===== src/rtl/dwp_pkg.sv =====
package dwp_pkg;

    localparam int WORD_W  = 32;
    localparam int ITEM_W  = 16;
    localparam int LANES_W = 2;

    typedef enum logic {
        DIR_TO_DEV = 1'b0,
        DIR_TO_MEM = 1'b1
    } dir_e;

    typedef enum logic {
        ST_WORD_START = 1'b0,
        ST_WORD_MID   = 1'b1
    } lane_state_e;

    // Map an item index within a word to its lane slot in the word.
    // Byte mode: slot counts bytes. Half-word mode: slot[0] selects the half.
    function automatic logic [LANES_W-1:0] lane_slot(
        input logic [LANES_W-1:0] idx,
        input logic               half,
        input logic               be
    );
        if (half)
            return be ? {1'b0, ~idx[0]} : {1'b0, idx[0]};
        else
            return be ? (2'd3 - idx) : idx;
    endfunction

endpackage


===== src/rtl/dwp_word_fifo.sv =====
module dwp_word_fifo #(
    parameter int DEPTH = 8,
    parameter int W     = 32
) (
    input  logic                         clk,
    input  logic                         rst_n,
    input  logic                         push,
    input  logic [W-1:0]                 wdata,
    input  logic                         pop,
    output logic [W-1:0]                 rdata,
    output logic [$clog2(DEPTH+1)-1:0]   count,
    output logic                         full,
    output logic                         empty
);
    localparam int AW = (DEPTH > 1) ? $clog2(DEPTH) : 1;
    localparam int CW = $clog2(DEPTH+1);
    localparam logic [AW-1:0] LAST_IDX = AW'(DEPTH - 1);
    localparam logic [CW-1:0] FULL_CNT = CW'(DEPTH);

    logic [W-1:0]  store [DEPTH];
    logic [AW-1:0] wr_ptr;
    logic [AW-1:0] rd_ptr;

    always_ff @(posedge clk) begin
        if (push)
            store[wr_ptr] <= wdata;
    end

    always_ff @(posedge clk or negedge rst_n) begin
        if (!rst_n) begin
            wr_ptr <= '0;
            rd_ptr <= '0;
            count  <= '0;
        end else begin
            if (push)
                wr_ptr <= (wr_ptr == LAST_IDX) ? '0 : wr_ptr + 1'b1;
            if (pop)
                rd_ptr <= (rd_ptr == LAST_IDX) ? '0 : rd_ptr + 1'b1;
            unique case ({push, pop})
                2'b10:   count <= count + 1'b1;
                2'b01:   count <= count - 1'b1;
                default: count <= count;
            endcase
        end
    end

    assign rdata = store[rd_ptr];
    assign full  = (count == FULL_CNT);
    assign empty = (count == '0);

endmodule


===== src/rtl/dwp_unpacker.sv =====
module dwp_unpacker
    import dwp_pkg::*;
(
    input  logic [WORD_W-1:0]  word,
    input  logic [LANES_W-1:0] slot,
    input  logic               half,
    output logic [ITEM_W-1:0]  item
);
    always_comb begin
        if (half)
            item = word[{slot[0], 4'b0000} +: 16];
        else
            item = {8'h00, word[{slot, 3'b000} +: 8]};
    end
endmodule


===== src/rtl/dwp_packer.sv =====
module dwp_packer
    import dwp_pkg::*;
(
    input  logic               clk,
    input  logic               rst_n,
    input  logic               clear,
    input  logic               load,
    input  logic               last,
    input  logic               half,
    input  logic [LANES_W-1:0] slot,
    input  logic [ITEM_W-1:0]  item,
    output logic [WORD_W-1:0]  merged
);
    localparam int BYTES = WORD_W / 8;

    logic [WORD_W-1:0] acc;

    // Each byte lane takes the incoming item byte when the slot addresses it.
    for (genvar b = 0; b < BYTES; b++) begin : g_lane
        localparam logic [LANES_W-1:0] BI = LANES_W'(b);
        localparam int HB = b % 2;
        logic hit;
        assign hit = half ? (slot[0] == BI[1]) : (slot == BI);
        assign merged[8*b +: 8] = hit ? (half ? item[8*HB +: 8] : item[7:0])
                                      : acc[8*b +: 8];
    end

    always_ff @(posedge clk or negedge rst_n) begin
        if (!rst_n)
            acc <= '0;
        else if (clear || (load && last))
            acc <= '0;
        else if (load)
            acc <= merged;
    end
endmodule


===== src/rtl/width_pack_buffer.sv =====
module width_pack_buffer
    import dwp_pkg::*;
#(
    parameter int DEPTH = 8
) (
    input  logic               clk,
    input  logic               rst_n,
    input  logic               dir,
    input  logic               half_mode,
    input  logic               big_endian,
    input  logic               flush,
    input  logic               mem_in_valid,
    output logic               mem_in_ready,
    input  logic [WORD_W-1:0]  mem_in_data,
    output logic               mem_out_valid,
    input  logic               mem_out_ready,
    output logic [WORD_W-1:0]  mem_out_data,
    output logic               dev_out_valid,
    input  logic               dev_out_ready,
    output logic [ITEM_W-1:0]  dev_out_data,
    input  logic               dev_in_valid,
    output logic               dev_in_ready,
    input  logic [ITEM_W-1:0]  dev_in_data
);
    localparam int CW = $clog2(DEPTH+1);

    lane_state_e        state_q, state_d;
    logic [LANES_W-1:0] lane_q, lane_d;
    logic [LANES_W-1:0] slot;
    logic               last_lane;
    logic               to_dev;

    logic               fifo_push, fifo_pop, fifo_full, fifo_empty;
    logic [WORD_W-1:0]  fifo_wdata, fifo_head, packed_word;
    logic [CW-1:0]      fill_count;

    logic               dev_fire_out, dev_fire_in, dev_fire;

    assign to_dev    = (dir == DIR_TO_DEV);
    assign slot      = lane_slot(lane_q, half_mode, big_endian);
    assign last_lane = half_mode ? (lane_q == 2'd1) : (lane_q == 2'd3);

    dwp_word_fifo #(.DEPTH(DEPTH), .W(WORD_W)) u_store (
        .clk   (clk),
        .rst_n (rst_n),
        .push  (fifo_push),
        .wdata (fifo_wdata),
        .pop   (fifo_pop),
        .rdata (fifo_head),
        .count (fill_count),
        .full  (fifo_full),
        .empty (fifo_empty)
    );

    dwp_unpacker u_unpack (
        .word (fifo_head),
        .slot (slot),
        .half (half_mode),
        .item (dev_out_data)
    );

    dwp_packer u_pack (
        .clk    (clk),
        .rst_n  (rst_n),
        .clear  (flush),
        .load   (dev_fire_in),
        .last   (last_lane),
        .half   (half_mode),
        .slot   (slot),
        .item   (dev_in_data),
        .merged (packed_word)
    );

    // State register
    always_ff @(posedge clk or negedge rst_n) begin
        if (!rst_n) begin
            state_q <= ST_WORD_START;
            lane_q  <= '0;
        end else begin
            state_q <= state_d;
            lane_q  <= lane_d;
        end
    end

    // Next-state logic
    always_comb begin
        state_d = state_q;
        lane_d  = lane_q;
        unique case (state_q)
            ST_WORD_START: begin
                if (!flush && dev_fire) begin
                    state_d = ST_WORD_MID;
                    lane_d  = 2'd1;
                end
            end
            ST_WORD_MID: begin
                if (flush) begin
                    state_d = ST_WORD_START;
                    lane_d  = '0;
                end else if (dev_fire) begin
                    if (last_lane) begin
                        state_d = ST_WORD_START;
                        lane_d  = '0;
                    end else begin
                        lane_d = lane_q + 1'b1;
                    end
                end
            end
        endcase
    end

    // Outputs and store control
    always_comb begin
        mem_in_ready  = to_dev && !fifo_full;
        dev_out_valid = to_dev && !fifo_empty && !flush;
        dev_in_ready  = !to_dev && !fifo_full && !flush;
        mem_out_valid = !to_dev && !fifo_empty;
        mem_out_data  = fifo_head;

        dev_fire_out  = dev_out_valid && dev_out_ready;
        dev_fire_in   = dev_in_valid && dev_in_ready;
        dev_fire      = dev_fire_out || dev_fire_in;

        if (to_dev) begin
            fifo_wdata = mem_in_data;
            fifo_push  = mem_in_valid && mem_in_ready;
            fifo_pop   = (dev_fire_out && last_lane)
                       || (flush && (state_q == ST_WORD_MID) && !fifo_empty);
        end else begin
            fifo_wdata = packed_word;
            fifo_push  = dev_fire_in && last_lane;
            fifo_pop   = mem_out_valid && mem_out_ready;
        end
    end

endmodule


===== config.mk =====
export PLATFORM = sky130hd
export DESIGN_NAME = width_pack_buffer
export DESIGN_NICKNAME = d
export VERILOG_FILES = /design/src/rtl/dwp_pkg.sv /design/src/rtl/dwp_word_fifo.sv /design/src/rtl/dwp_unpacker.sv /design/src/rtl/dwp_packer.sv /design/src/rtl/width_pack_buffer.sv
export SDC_FILE = /design/constraint.sdc
export NUM_CORES = 1
export LEC_CHECK = 0
export BUFFER_PORTS_ARGS = -buffer_cell sky130_fd_sc_hd__buf_2
export CELL_PAD_IN_SITES_DETAIL_PLACEMENT = 1
export CELL_PAD_IN_SITES_GLOBAL_PLACEMENT = 1
export CORE_UTILIZATION = 30
export DETAILED_ROUTE_END_ITERATION = 12
export GPL_TIMING_DRIVEN = 0
export PLACE_DENSITY_LB_ADDON = 0.1
export SYNTH_ARGS = -nofsm -noshare
export SYNTH_HDL_FRONTEND = slang
export SYNTH_HIERARCHICAL = 1
export SYNTH_SLANG_ARGS = --single-unit

===== constraint.sdc =====
create_clock -name clk -period 4.06 [get_ports clk]
set_clock_uncertainty 0.05 [all_clocks]
set_input_delay 0 -clock clk [delete_from_list [all_inputs] [get_ports clk]]
set_output_delay 0 -clock clk [all_outputs]
set_load 0.1 [all_outputs]

# After elaboration in Yosys (flattened, before gate mapping)
# Memories as Yosys holds them, arrays and structs flattened.
# Index checks and enable logic that the tools add are counted.
# Widths: inputs -> output; s select.
[word_totals]
reg_bits = 45
ram_bits = 256
input_bits = 58
output_inout_bits = 52
word_cells = 91
memories = 1
[op_classes]
n_addsub = 6
n_eq_ne = 12
shift = 2
muxes = 34
n_bitwise = 4
n_reduce_logical = 26
[memory_table]
columns = ["name", "depth", "width", "read_ports", "rd_clocked_by_memory_dff", "write_ports", "line", "source"]
rows = [
  ["u_store.store", 8, 32, 1, 0, 1, "dwp_word_fifo.sv:20", "logic [W-1:0] store [DEPTH];"],
]
[op_table]
columns = ["operator", "n"]
rows = [
  ["$mux 32", 3],
  ["$mux 8", 5],
  ["$shiftx 32x6->16", 1],
  ["$shiftx 32x6->8", 1],
  ["$mux 16", 1],
  ["$logic_and 1x1->1", 15],
  ["$mux 1", 14],
  ["$mux 2", 6],
  ["$eq 2x2->1 const B", 4],
  ["$pmux 4 s2", 1],
  ["$add 3x1->3 const B", 2],
  ["$eq 2x1->1 const B", 3],
  ["$eq 3x3->1 const B", 2],
  ["$mux 3", 2],
  ["$add 4x1->4 const B", 1],
  ["$eq 4x4->1 const B", 1],
  ["$logic_not 4->1", 1],
  ["$not 1->1", 4],
  ["$pmux 2 s2", 1],
  ["$reduce_bool 2->1", 2],
  ["$sub 4x1->4 const B", 1],
  ["$logic_not 1->1", 3],
  ["$logic_or 1x1->1", 3],
  ["$ne 3x2->1 const B", 1],
  ["other kinds (6)", 6],
]

# Depth between registers and ports, before layout
# Gate-level depths: netlist of run 1.
[depth]
depth_word = 10
mapped_depth = 13
mapped_depth_nobuf = 13

# By module
# Netlist of run 1, hierarchy kept.
[by_module_without_submodules]
columns = ["module", "instances", "cells_each", "area_per_inst_um2", "seq_area_each_um2"]
rows = [
  ["dwp_word_fifo", 1, 428, 10331.2, 7937.6],
  ["dwp_packer", 1, 182, 1921.8, 800.8],
  ["width_pack_buffer", 1, 74, 715.7, 75.1],
  ["dwp_unpacker", 1, 59, 454.2, 0.0],
]

# Least setup slack after synthesis of run 1
# OpenSTA, ideal clock, no wires.
[synth_path]
path_kind = "register -> register"
startpoint = "register u_store.count[1]"
endpoint = "register u_store.count[2]"
setup_ns = 0.126
arrival_time_ns = 4.129
required_ns = 3.884
path_slack_ns = -0.245
path_stages_with_launch = 12
n_path_buf = 0
period_less_slack_ns = 4.305
path_cell_list = "dfrtp_1 > nor4_1 > nor3_1 > nand3_1 > o21ai_0 > ha_1 > xor2_1 > ha_1 > a21oi_1 > xor2_1 > nor2_1 > xor2_1"
[synth_via]
elab_chain_cells = 10
elab_cells_between_ends = 26
cone_classes = "add/sub: 2; eq/ne: 3; mux: 3; reduce/logical: 18"
[synth_lines]
columns = ["item", "line", "source"]
rows = [
  ["from (decl)", "dwp_word_fifo.sv:11", "output logic [$clog2(DEPTH+1)-1:0] count,"],
  ["from (signal assigned)", "dwp_word_fifo.sv:40", "2'b10: count <= count + 1'b1;"],
  ["from (signal assigned)", "dwp_word_fifo.sv:41", "2'b01: count <= count - 1'b1;"],
  ["from (signal assigned)", "dwp_word_fifo.sv:42", "default: count <= count;"],
  ["$logic_not 4->1 (*)", "dwp_word_fifo.sv:49", "assign empty = (count == '0);"],
  ["named net fifo_empty", "width_pack_buffer.sv:33", "logic fifo_push, fifo_pop, fifo_full, fifo_empty;"],
  ["$logic_not 1->1 (*)", "width_pack_buffer.sv:115", "dev_out_valid = to_dev && !fifo_empty && !flush;"],
  ["$logic_and 1x1->1 (*) (2 in series)", "width_pack_buffer.sv:115", ""],
  ["named net dev_out_valid", "width_pack_buffer.sv:18", "output logic dev_out_valid,"],
  ["$logic_and 1x1->1 (*)", "width_pack_buffer.sv:120", "dev_fire_out = dev_out_valid && dev_out_ready;"],
  ["$logic_and 1x1->1 (*)", "width_pack_buffer.sv:127", "fifo_pop = (dev_fire_out && last_lane)"],
  ["$logic_or 1x1->1 (*)", "width_pack_buffer.sv:128", "|| (flush && (state_q == ST_WORD_MID) && !fifo_empty);"],
  ["$mux 1 (*)", "width_pack_buffer.sv:124", "if (to_dev) begin"],
  ["named net fifo_pop", "width_pack_buffer.sv:33", ""],
  ["$eq 2x1->1 / $eq 2x2->1 (equally long branches)", "dwp_word_fifo.sv:39", "unique case ({push, pop})"],
  ["$pmux 4 s2 / $reduce_bool 2->1 (equally long branches)", "-", ""],
]
# The timed path passes the listed nets; every way through them passes the cells marked *.
# A chain may end at the register's enable or synchronous reset.

# Final worst setup path of run 1
[layout_path]
startpoint = "register u_store.rd_ptr[1]"
endpoint = "output dev_out_data[7]"
[layout_via]
elab_chain_cells = 3
elab_cells_between_ends = 4
cone_classes = "shift: 2; mux: 1; memory: 1"
[layout_lines]
columns = ["item", "line", "source"]
rows = [
  ["from (decl)", "dwp_word_fifo.sv:22", "logic [AW-1:0] rd_ptr;"],
  ["from (signal assigned)", "dwp_word_fifo.sv:38", "rd_ptr <= (rd_ptr == LAST_IDX) ? '0 : rd_ptr + 1'b1;"],
  ["$mem_v2 8x32 (*)", "-", ""],
  ["$shiftx 32x6->8 / $shiftx 32x6->16 (equally long branches)", "dwp_unpacker.sv:13, dwp_unpacker.sv:11", ""],
  ["$mux 16 (*)", "dwp_unpacker.sv:10", "if (half)"],
  ["to (decl)", "width_pack_buffer.sv:20", "output logic [ITEM_W-1:0] dev_out_data,"],
]
# Every way passes the cells marked *; elsewhere a longest branch is shown, timed or not.

==> impl_results.md, run 1 <==
- Status: finished, final reports clean
- Netlist Area Pre-Place: 13420 um2
- Mapped Nets: 810
- Synth top area share: 0.5727
- CTS sink count: 301
- WS Path Type: reg -> out
- RSZ-0062 raised after global routing: false
- Final hold slack: 0.1038 ns
- Max Fclk: 0.2618 GHz
- Unique masters post-synth: 59
- Initial antenna violation count: 1
- Asr flop ratio synth: 0.1495
- Root Buffer: clkbuf_16
- Bufs on Longest Clock Path: 3
- Vias in the first global route: 8219
- Setup WS post-layout: 0.2405 ns
- Detailed placer's ending HPWL: 28060 um
- DRC viols: 0
- Die width: 213.5 um
- Post-synth EDFFs: 256
- Ys flop type: edfxtp_1
- Dpl ws: 0.5377 ns
- Clk slew on worst S/H paths: 0.06 ns
- Die area: 45590 um2
- Syn Inst Count: 743
- Synth top area cells: edfxtp_1 (57%), dfrtp_1 (8.4%), mux2_2 (7.1%), mux4_2 (6.7%), mux4_1 (4.9%)
- TNS Setup: 0 ns
- WP data required: 4.01 ns
- Final Cycle Share: 0.9408
- Detail Route Antenna Nets: 0
- Largest net degree at the start of global routing: 46
- Cts repair resizes: 0
- Avg WL per Cell: 25.88 um
- Final min period: 3.820 ns
- Final slew viol count: 0
- Final hold vios: 0
- Pwr Density: 841.1 nW/um2
- Maxcap violations: 0
- Worst path arrival time: 3.77 ns
- CP Capture Type: output port
- Total grt overflow: 0
- Flops & latches, synth: 301
- Initial drt markers: 623
- Slowest CP cell: clkbuf_1
- Worst Tran Pin Value: 1.450 ns
- Crit path cell chain: clkbuf_1 > buf_2 > mux4_2 > mux2_2 > or2b_1 > mux4_2 > a21boi_1 > buf_2
- Worst Hold Class: in -> reg
- Final Non-Filler Cells: 1585
- Initial core utilization: 0.3035
- CP Max Fanout: 10
- Htree depth: 2
- Drt pass-1 iters: 4
- Area Overhead vs Synth: 25.37%
- Element type at the critical path start: flip-flop
- Final setup viols: 0
- Placed cell count: 1453
- Leakage power: 0.006105 uW
- TritonCTS clock tree: done
- Count leader, synth: edfxtp_1
- Synth Area per Inst: 18.07 um2
- Vias: 7917
- GRT Total Usage: 0.1845
- Max IR drop VDD: 891.7 uV
- Row cnt: 77
- Number of fill cells in the layout: 4417
- Nets: 1034
- Port Buffers: 108
- Ports: 110
- WL final: 41020 um
- Share of the yosys chip area belonging to registers: 0.6566
- Post-synth top cells: edfxtp_1 (256), mux2_2 (85), dfrtp_1 (45), mux4_2 (40), mux2i_1 (33)
- Yosys top cell by area: edfxtp_1
- Gp weighted congestion: 0.7878
- Rel. slew slack: 0.02306
- YS warnings: 6
- CTS buffer count: 36
- Skew-Pair Late Insertion Delay: 0.54 ns
- First-pass GRT wire length: 58880 um
- Share of layout cells above drive strength 1: 0.3508
- Total Power: 14160 uW
- Largest stage delay on the critical path: 0.49 ns
- CORE AREA: 44220 um2
- Vias/cell: 4.995
- Die H: 213.5 um
power breakdown:
group | total [uW] | internal [uW] | switching, uW
Sequential | 3950 | 3800 | 143
Clock | 3180 | 1930 | 1250
Combinational | 7030 | 1830 | 5200
Total | 14200 | 7560 | 6590
worst max-delay path: cells and delay by family (launching register included):
family	cells	cell delay, ns
buffers and inverters	3	1.27
DFF	1	0.39
muxes	3	1.16
AOI/OAI and AO/OA	1	0.19
and+or+nand+nor	1	0.22
path summary, 6_finish.rpt:
check	startpoint	slack [ns]	cells past startpoint	end
min in group asynchronous	rst_n	0.18	2	u_store/count[0]$_DFFE_PN0P_
worst min-delay path	half_mode	0.10	4	lane_q[1]$_DFFE_PN0P_
max in group asynchronous	rst_n	3.01	2	u_store/rd_ptr[0]$_DFFE_PN0P_
worst min register to register	u_pack/acc[26]$_DFFE_PN0P_	0.44	2	u_pack/acc[26]$_DFFE_PN0P_
worst max-delay path	u_store/rd_ptr[1]$_DFFE_PN0P_	0.24	8	dev_out_data[7]
worst max register to register	lane_q[1]$_DFFE_PN0P_	0.62	9	u_store/store[2][3]$_DFFE_PP_
layout make-up:
| cell class | instances | area [um2] | share of cell area |
|---|---|---|---|
| multi-input cells | 392 | 4375 | 0.2600 |
| repair buffers | 186 | 1439 | 0.08550 |
| plain buffers | 42 | 281.5 | 0.01673 |
| clock inverters | 15 | 178.9 | 0.01063 |
| clock buffers | 48 | 967.2 | 0.05747 |
| flip-flops and latches | 301 | 8813 | 0.5237 |
| inverters | 8 | 30.03 | 0.001784 |
| diodes | 1 | 2.502 | 0.0001487 |
| well taps | 592 | 740.7 | 0.04401 |
cell families (layout without fill, tap and decap cells):
logic type | Yosys count | after routing | share of synthesized area
xor gates and xnor gates | 7 | 7 | 0.004568
DFF | 301 | 301 | 0.6566
and+or+nand+nor | 85 | 85 | 0.03365
AOI/OAI and AO/OA | 107 | 107 | 0.06050
buffers and inverters | 50 | 299 | 0.02321
other | 0 | 1 | 0
adders and majority gates | 9 | 9 | 0.008389
muxes | 184 | 184 | 0.2131
per-layer routing:
metal / global-route usage / part of all wire / vias up
met2: 0.2899 / 0.46 / 193
met4: 0.04064 / 0.016 / 0
met5: 0 / 0 / -
met1: 0.2686 / 0.48 / 4166
li1: - / - / 3516
met3: 0.02900 / 0.040 / 42
registers in the layout (all words and copies together), names as in the netlist:
register        flops
u_store/count       4
u_store/wr_ptr      3
u_store/store     256
state_q             1
lane_q              2
u_store/rd_ptr      3
u_pack/acc         32
cell usage in the layout (no fill, tap or decap), types with 7 or more instances in the layout:
cell           synthesis  final
clkbuf_1              10     21
mux2_2                85     85
edfxtp_1             256    256
nor2_1                29     23
buf_12                 2      8
clkbuf_16              0     37
nand2_1               12     12
inv_1                  7      7
mux4_1                25     25
buf_2                 19    127
o211ai_1               7      7
o221ai_1              14     14
a21oi_1               13     13
o22ai_1                9      9
or3_1                  9      9
dfrtp_1               45     45
ha_1                   9      9
mux2i_1               33     33
a22oi_1                7      7
mux4_2                40     40
o21ai_0               10     10
dlygate4sd3_1          0     68
nand2b_1               7      7
a22o_1                24     24
metrics by stage:
stage / instance area (um2) / utilization
CTS: 16830 / 0.3805
finish: 16830 / 0.3806
detailed placement: 15000 / 0.3392
global route: 16830 / 0.3805
global placement: 14720 / 0.3330
floorplan: 13440 / -
timing repair:
action | in CTS | in global routing
endpoints found under the setup margin | 0 | 0
hold endpoints to repair | 331 | 0
buffers inserted | 0 | 0
hold buffers | 68 | 0
No activity file was read; power rests on OpenSTA's default activity.
==> inputs of run 2 (changes only) <==
CTS_BUF_LIST = sky130_fd_sc_hd__clkbuf_8   (was default)
==> run 2 against run 1 <==
Compared with the run above: routed wire length grew 0.58%; combinational power is essentially flat; hold slack lost 0.014 ns; clock power shrank 17%; the run now ends with max-capacitance violations, max-slew violations left; clock-buffer cell count grew 6; die area is the same; final cell count grew 2.1%; sequential power is essentially flat; core utilization shrank 0.38 points; via count grew 2.0%.
==> impl_results.md, run 2 (synthesized netlist as in run 1, its figures left out) <==
- Die H: 213.5 um
- Placed cell count: 1453
- Initial antenna violation count: 1
- R2R setup slack: 0.61 ns
- Avg WL per Cell: 25.50 um
- Initial drt markers: 607
- Bufs on Longest Clock Path: 3
- Met3 routed WL: 1720 um
- Met1 wire length: 19830 um
- Commonest non-fill, non-tap cell in the layout: edfxtp_1
- Worst path arrival time: 3.71 ns
- Maxcap violations: 1
- Vias in the first global route: 8352
- Worst Tran Pin Value: 1.492 ns
- Max IR drop VDD: 912.9 uV
- Reg2reg end: u_store/store[2][1]$_DFFE_PP_
- R2R depth: 9
- CTS sink count: 301
- Final Non-Filler Cells: 1618
- Row cnt: 77
- Post-CTS Setup Bufs: 0
- Initial core utilization: 0.3035
- CP Max Fanout: 10
- Max Fclk: 0.2659 GHz
- Multi-input gate area: 4375 um2
- TritonCTS clock tree: done
- Status: complete, but fails checks
- Gp weighted congestion: 0.7878
- CTS buffer count: 53
- Max reg flops: 256
- Vias: 8078
- Drt pass-1 iters: 5
- Worst Hold Class: in -> async
- Die area: 45590 um2
- Total Power: 13620 uW
- Final hold vios: 0
- Most frequent cells in the layout: edfxtp_1 (256), buf_2 (127), mux2_2 (85), dlygate4sd3_1 (67), clkbuf_8 (54)
- DRC viols: 0
- WL final: 41250 um
- Final Cycle Share: 0.9264
- Ports: 110
- Sequential cell area: 8813 um2
- Share of layout cells above drive strength 1: 0.3587
- Htree depth: 2
- RR Startpoint: lane_q[1]$_DFFE_PN0P_
- Clk slew on worst S/H paths: 0.07 ns
- Largest net degree at the start of global routing: 46
- Routed length on met2: 19060 um
- Final slew viol count: 1
- RSZ-0062 raised after global routing: false
- Rel. slew slack: -0.004900
- Number of fill cells in the layout: 4486
- Ant diodes: 0
- Area Overhead vs Synth: 24.12%
- Leakage power: 0.006118 uW
- Violated checks: max-capacitance violations, max-slew violations
- Vias/cell: 4.993
- Top reg by flops: u_store/store
- WS Path Type: reg -> out
- Total grt overflow: 0
- Final min period: 3.761 ns
- Die width: 213.5 um
- Root Buffer: clkbuf_8
- Skew-Pair Late Insertion Delay: 0.64 ns
- Port Buffers: 108
- Element type at the critical path start: flip-flop
- Setup WS post-layout: 0.2990 ns
- Dpl ws: 0.5377 ns
- Largest regs: u_store/store (256), u_pack/acc (32), u_store/count (4)
- WP data required: 4.01 ns
- First-pass GRT wire length: 59260 um
- CP Capture Type: output port
- Nets: 1050
- Final hold slack: 0.08928 ns
- Final setup viols: 0
- CORE AREA: 44220 um2
- Pwr Density: 817.5 nW/um2
- GRT Total Usage: 0.1856
- Detail Route Antenna Nets: 0
- Detailed placer's ending HPWL: 28060 um
- Highest metal used: met4
## run 2: cell count changes in the layout (fill, tap and decap cells not counted), sizes merged
cell,change
bufinv,-2
clkbuf,+6
clkinv,+6
clkinvlp,+3
diode,-1
dlygate4sd3,-1
inv,+22
## run 2: worst max-delay path, stage by stage, from the launching register on
cell and delay (ns):
dfrtp_1 0.36, clkbuf_1 0.35, clkbuf_1 0.69, mux2_2 0.48, nand2b_1 0.16, mux4_2 0.48
a21boi_1 0.18, buf_2 0.36
## run 2: where the power goes
group	switching [uW]	internal (uW)
combinational	5190	1830
clock	1280	1370
sequential	141	3800
## run 2: worst max-delay path by stage
stage | endpoint | start | cells after the start
final | dev_out_data[7] | u_store/rd_ptr[2]$_DFFE_PN0P_ | 7
after global routing | dev_out_data[7] | u_store/rd_ptr[2]$_DFFE_PN0P_ | 7
after floorplan | dev_out_data[7] | u_store/rd_ptr[1]$_DFFE_PN0P_ | 7
after detailed placement | u_store/store[2][3]$_DFFE_PP_ | lane_q[1]$_DFFE_PN0P_ | 9
after global placement | u_store/store[6][8]$_DFFE_PP_ | lane_q[1]$_DFFE_PN0P_ | 7
after CTS | dev_out_data[7] | u_store/rd_ptr[1]$_DFFE_PN0P_ | 8
## run 2: area by class of cell
type / count / area share
clock buffer: 54 / 0.04461
tap: 592 / 0.04446
clock inverter: 44 / 0.01479
sequential: 301 / 0.5290
inverter: 8 / 0.001802
multi-input combinational: 392 / 0.2626
buffer: 42 / 0.01697
timing repair buffer: 185 / 0.08576
## run 2: through the flow
stage | utilization | setup TNS (ns) | area, um2
floorplan | - | 0 | 13440
global placement | 0.3330 | -346.92 | 14720
detailed placement | 0.3392 | 0 | 15000
CTS | 0.3767 | 0 | 16660
global route | 0.3768 | 0 | 16660
finish | 0.3768 | 0 | 16660
## run 2: timing repair
action	CTS	global route
hold buffers	67	0
endpoints found under the setup margin	0	1
hold endpoints to repair	339	0
gates resized for setup	0	2
## run 2: layer usage
metal | vias to the layer above | GRT usage
met5 | - | 0
met3 | 45 | 0.03134
met1 | 4270 | 0.2687
met2 | 205 | 0.2906
li1 | 3558 | -
met4 | 0 | 0.04310
==> inputs of run 3 (changes only) <==
RECOVER_POWER = 25   (was default)
clock period = 4.55 ns   (was 4.06 ns; I/O delays follow)
==> run 3 against run 2 <==
Compared with the run above: routed wire length decreased by 0.94%; combinational power down 12%; the run still ends with max-capacitance violations, max-slew violations left; critical path depth up 1; die area stayed put; register-to-register slack better by 0.24 ns; flip-flop and latch count unchanged; largest cell class unchanged; final cell count grew 0.62%; setup slack gained 0.29 ns.
==> impl_results.md, run 3 (synthesized netlist as in run 1, its figures left out) <==
- Multi-input gate area: 4317 um2
- Max reg flops: 256
- Largest regs: u_store/store (256), u_pack/acc (32), u_store/count (4)
- Sequential cell area: 8813 um2
- Slowest CP cell: clkbuf_1
- Final Cycle Share: 0.8701
- Final setup viols: 0
- Gp weighted congestion: 0.7613
- Ports: 110
- Leakage power: 0.006109 uW
- Vias: 7929
- Element type at the critical path start: flip-flop
- Worst Tran Pin Value: 2.921 ns
- Top reg by flops: u_store/store
- Layout Utilization: 0.3758
- Violated checks: max-capacitance violations, max-slew violations
- Worst Hold Class: in -> reg
- Max Fclk: 0.2526 GHz
- Die width: 213.5 um
- Worst path arrival time: 3.91 ns
- Avg WL per Cell: 25.10 um
- RSZ-0062 raised after global routing: false
- Post-CTS Setup Bufs: 0
- Pwr Density: 723.6 nW/um2
- Setup WS post-layout: 0.5910 ns
- Commonest non-fill, non-tap cell in the layout: edfxtp_1
- TritonCTS clock tree: done
- Final min period: 3.959 ns
- TNS Setup: 0 ns
- Row cnt: 77
- Cts repair resizes: 0
- Detail Route Antenna Nets: 0
- DRC viols: 0
- Die H: 213.5 um
- Number of hold buffers added after CTS: 67
- Bufs on Longest Clock Path: 3
- WS Path Type: reg -> out
- Initial drt markers: 395
- Largest stage delay on the critical path: 0.53 ns
- Clk slew on worst S/H paths: 0.06 ns
- Final slew viol count: 46
- Die area: 45590 um2
- Drt pass-1 iters: 5
- Dpl ws: 0.9131 ns
- Port Buffers: 108
- Rel. slew slack: -0.9476
- Final hold vios: 0
- Maxcap violations: 1
- Status: complete, but fails checks
- First-pass GRT wire length: 58850 um
- Area Overhead vs Synth: 23.81%
- Most frequent cells in the layout: edfxtp_1 (256), buf_2 (122), mux2_2 (67), dlygate4sd3_1 (67), clkbuf_8 (57)
- Detailed placer's ending HPWL: 27890 um
- Share of layout cells above drive strength 1: 0.3266
- Max IR drop VDD: 686.8 uV
- Number of fill cells in the layout: 4478
- Crit path cell chain: clkbuf_1 > buf_2 > mux4_2 > mux2_2 > or2b_1 > mux4_2 > a21boi_1 > buf_2
- CTS buffer count: 55
- CP Capture Type: output port
- WL final: 40870 um
- Total Power: 12030 uW
- Vias in the first global route: 8464
- Htree depth: 2
- Root Buffer: clkbuf_8
- Skew-Pair Late Insertion Delay: 0.62 ns
- Initial core utilization: 0.3035
- CORE AREA: 44220 um2
- Nets: 1057
- Largest net degree at the start of global routing: 46
- WP data required: 4.50 ns
- Total grt overflow: 0
- Vias/cell: 4.870
- CP Max Fanout: 10
- CTS sink count: 301
- Initial antenna violation count: 2
- GRT Total Usage: 0.1833
[run 3: worst paths after layout]
| path | start | to | slack (ns) | depth (start not counted) |
|---|---|---|---|---|
| worst max-delay path | u_store/rd_ptr[1]$_DFFE_PN0P_ | dev_out_data[7] | 0.59 | 8 |
| worst max register to register | lane_q[1]$_DFFE_PN0P_ | u_store/store[0][3]$_DFFE_PP_ | 0.85 | 10 |
| min in group asynchronous | rst_n | state_q$_DFF_PN0_ | 0.81 | 2 |
| worst min-delay path | dir | lane_q[0]$_DFFE_PN0P_ | 0.14 | 4 |
| max in group asynchronous | rst_n | u_pack/acc[0]$_DFFE_PN0P_ | 1.97 | 2 |
| worst min register to register | u_store/count[3]$_DFFE_PN0P_ | u_store/count[3]$_DFFE_PN0P_ | 0.44 | 1 |
[run 3: through the flow]
| step | instances | cell area, um2 | hold slack, ns |
|---|---|---|---|
| after floorplan | 743 | 13420 | -0.3456 |
| after global routing | 1627 | 16620 | 0.2005 |
| final | 1628 | 16620 | 0.1410 |
| after detailed placement | 1457 | 15000 | 0.2762 |
| after CTS | 1626 | 16660 | 0.09323 |
| after global placement | 1443 | 14700 | 0.2612 |
[run 3: power breakdown]
part           switching (uW)  internal [uW]
clock network            1160           1160
logic                    4580           1600
registers                 118           3400
total                    5860           6160
[run 3: area by class of cell]
cell class,instances,share of cell area
clock buffer,57,0.04721
clock inverter,45,0.01205
multi-input combinational,392,0.2598
antenna,1,0.0001506
timing repair buffer,190,0.08741
inverter,8,0.001807
tap,592,0.04457
buffer,42,0.01671
sequential,301,0.5303
[run 3: routing by layer]
layer | GRT usage | share of wire
met5 | 0 | 0
met4 | 0.04803 | 0.018
met3 | 0.03574 | 0.045
met2 | 0.2941 | 0.47
met1 | 0.2541 | 0.47
[run 3: worst max-delay path, delay by kind of cell, from the launching register on]
kind            cells  cell delay (ns)
buf+inv             3             1.34
mux                 3             1.15
flops               1             0.36
simple gates        1             0.23
compound gates      1             0.18
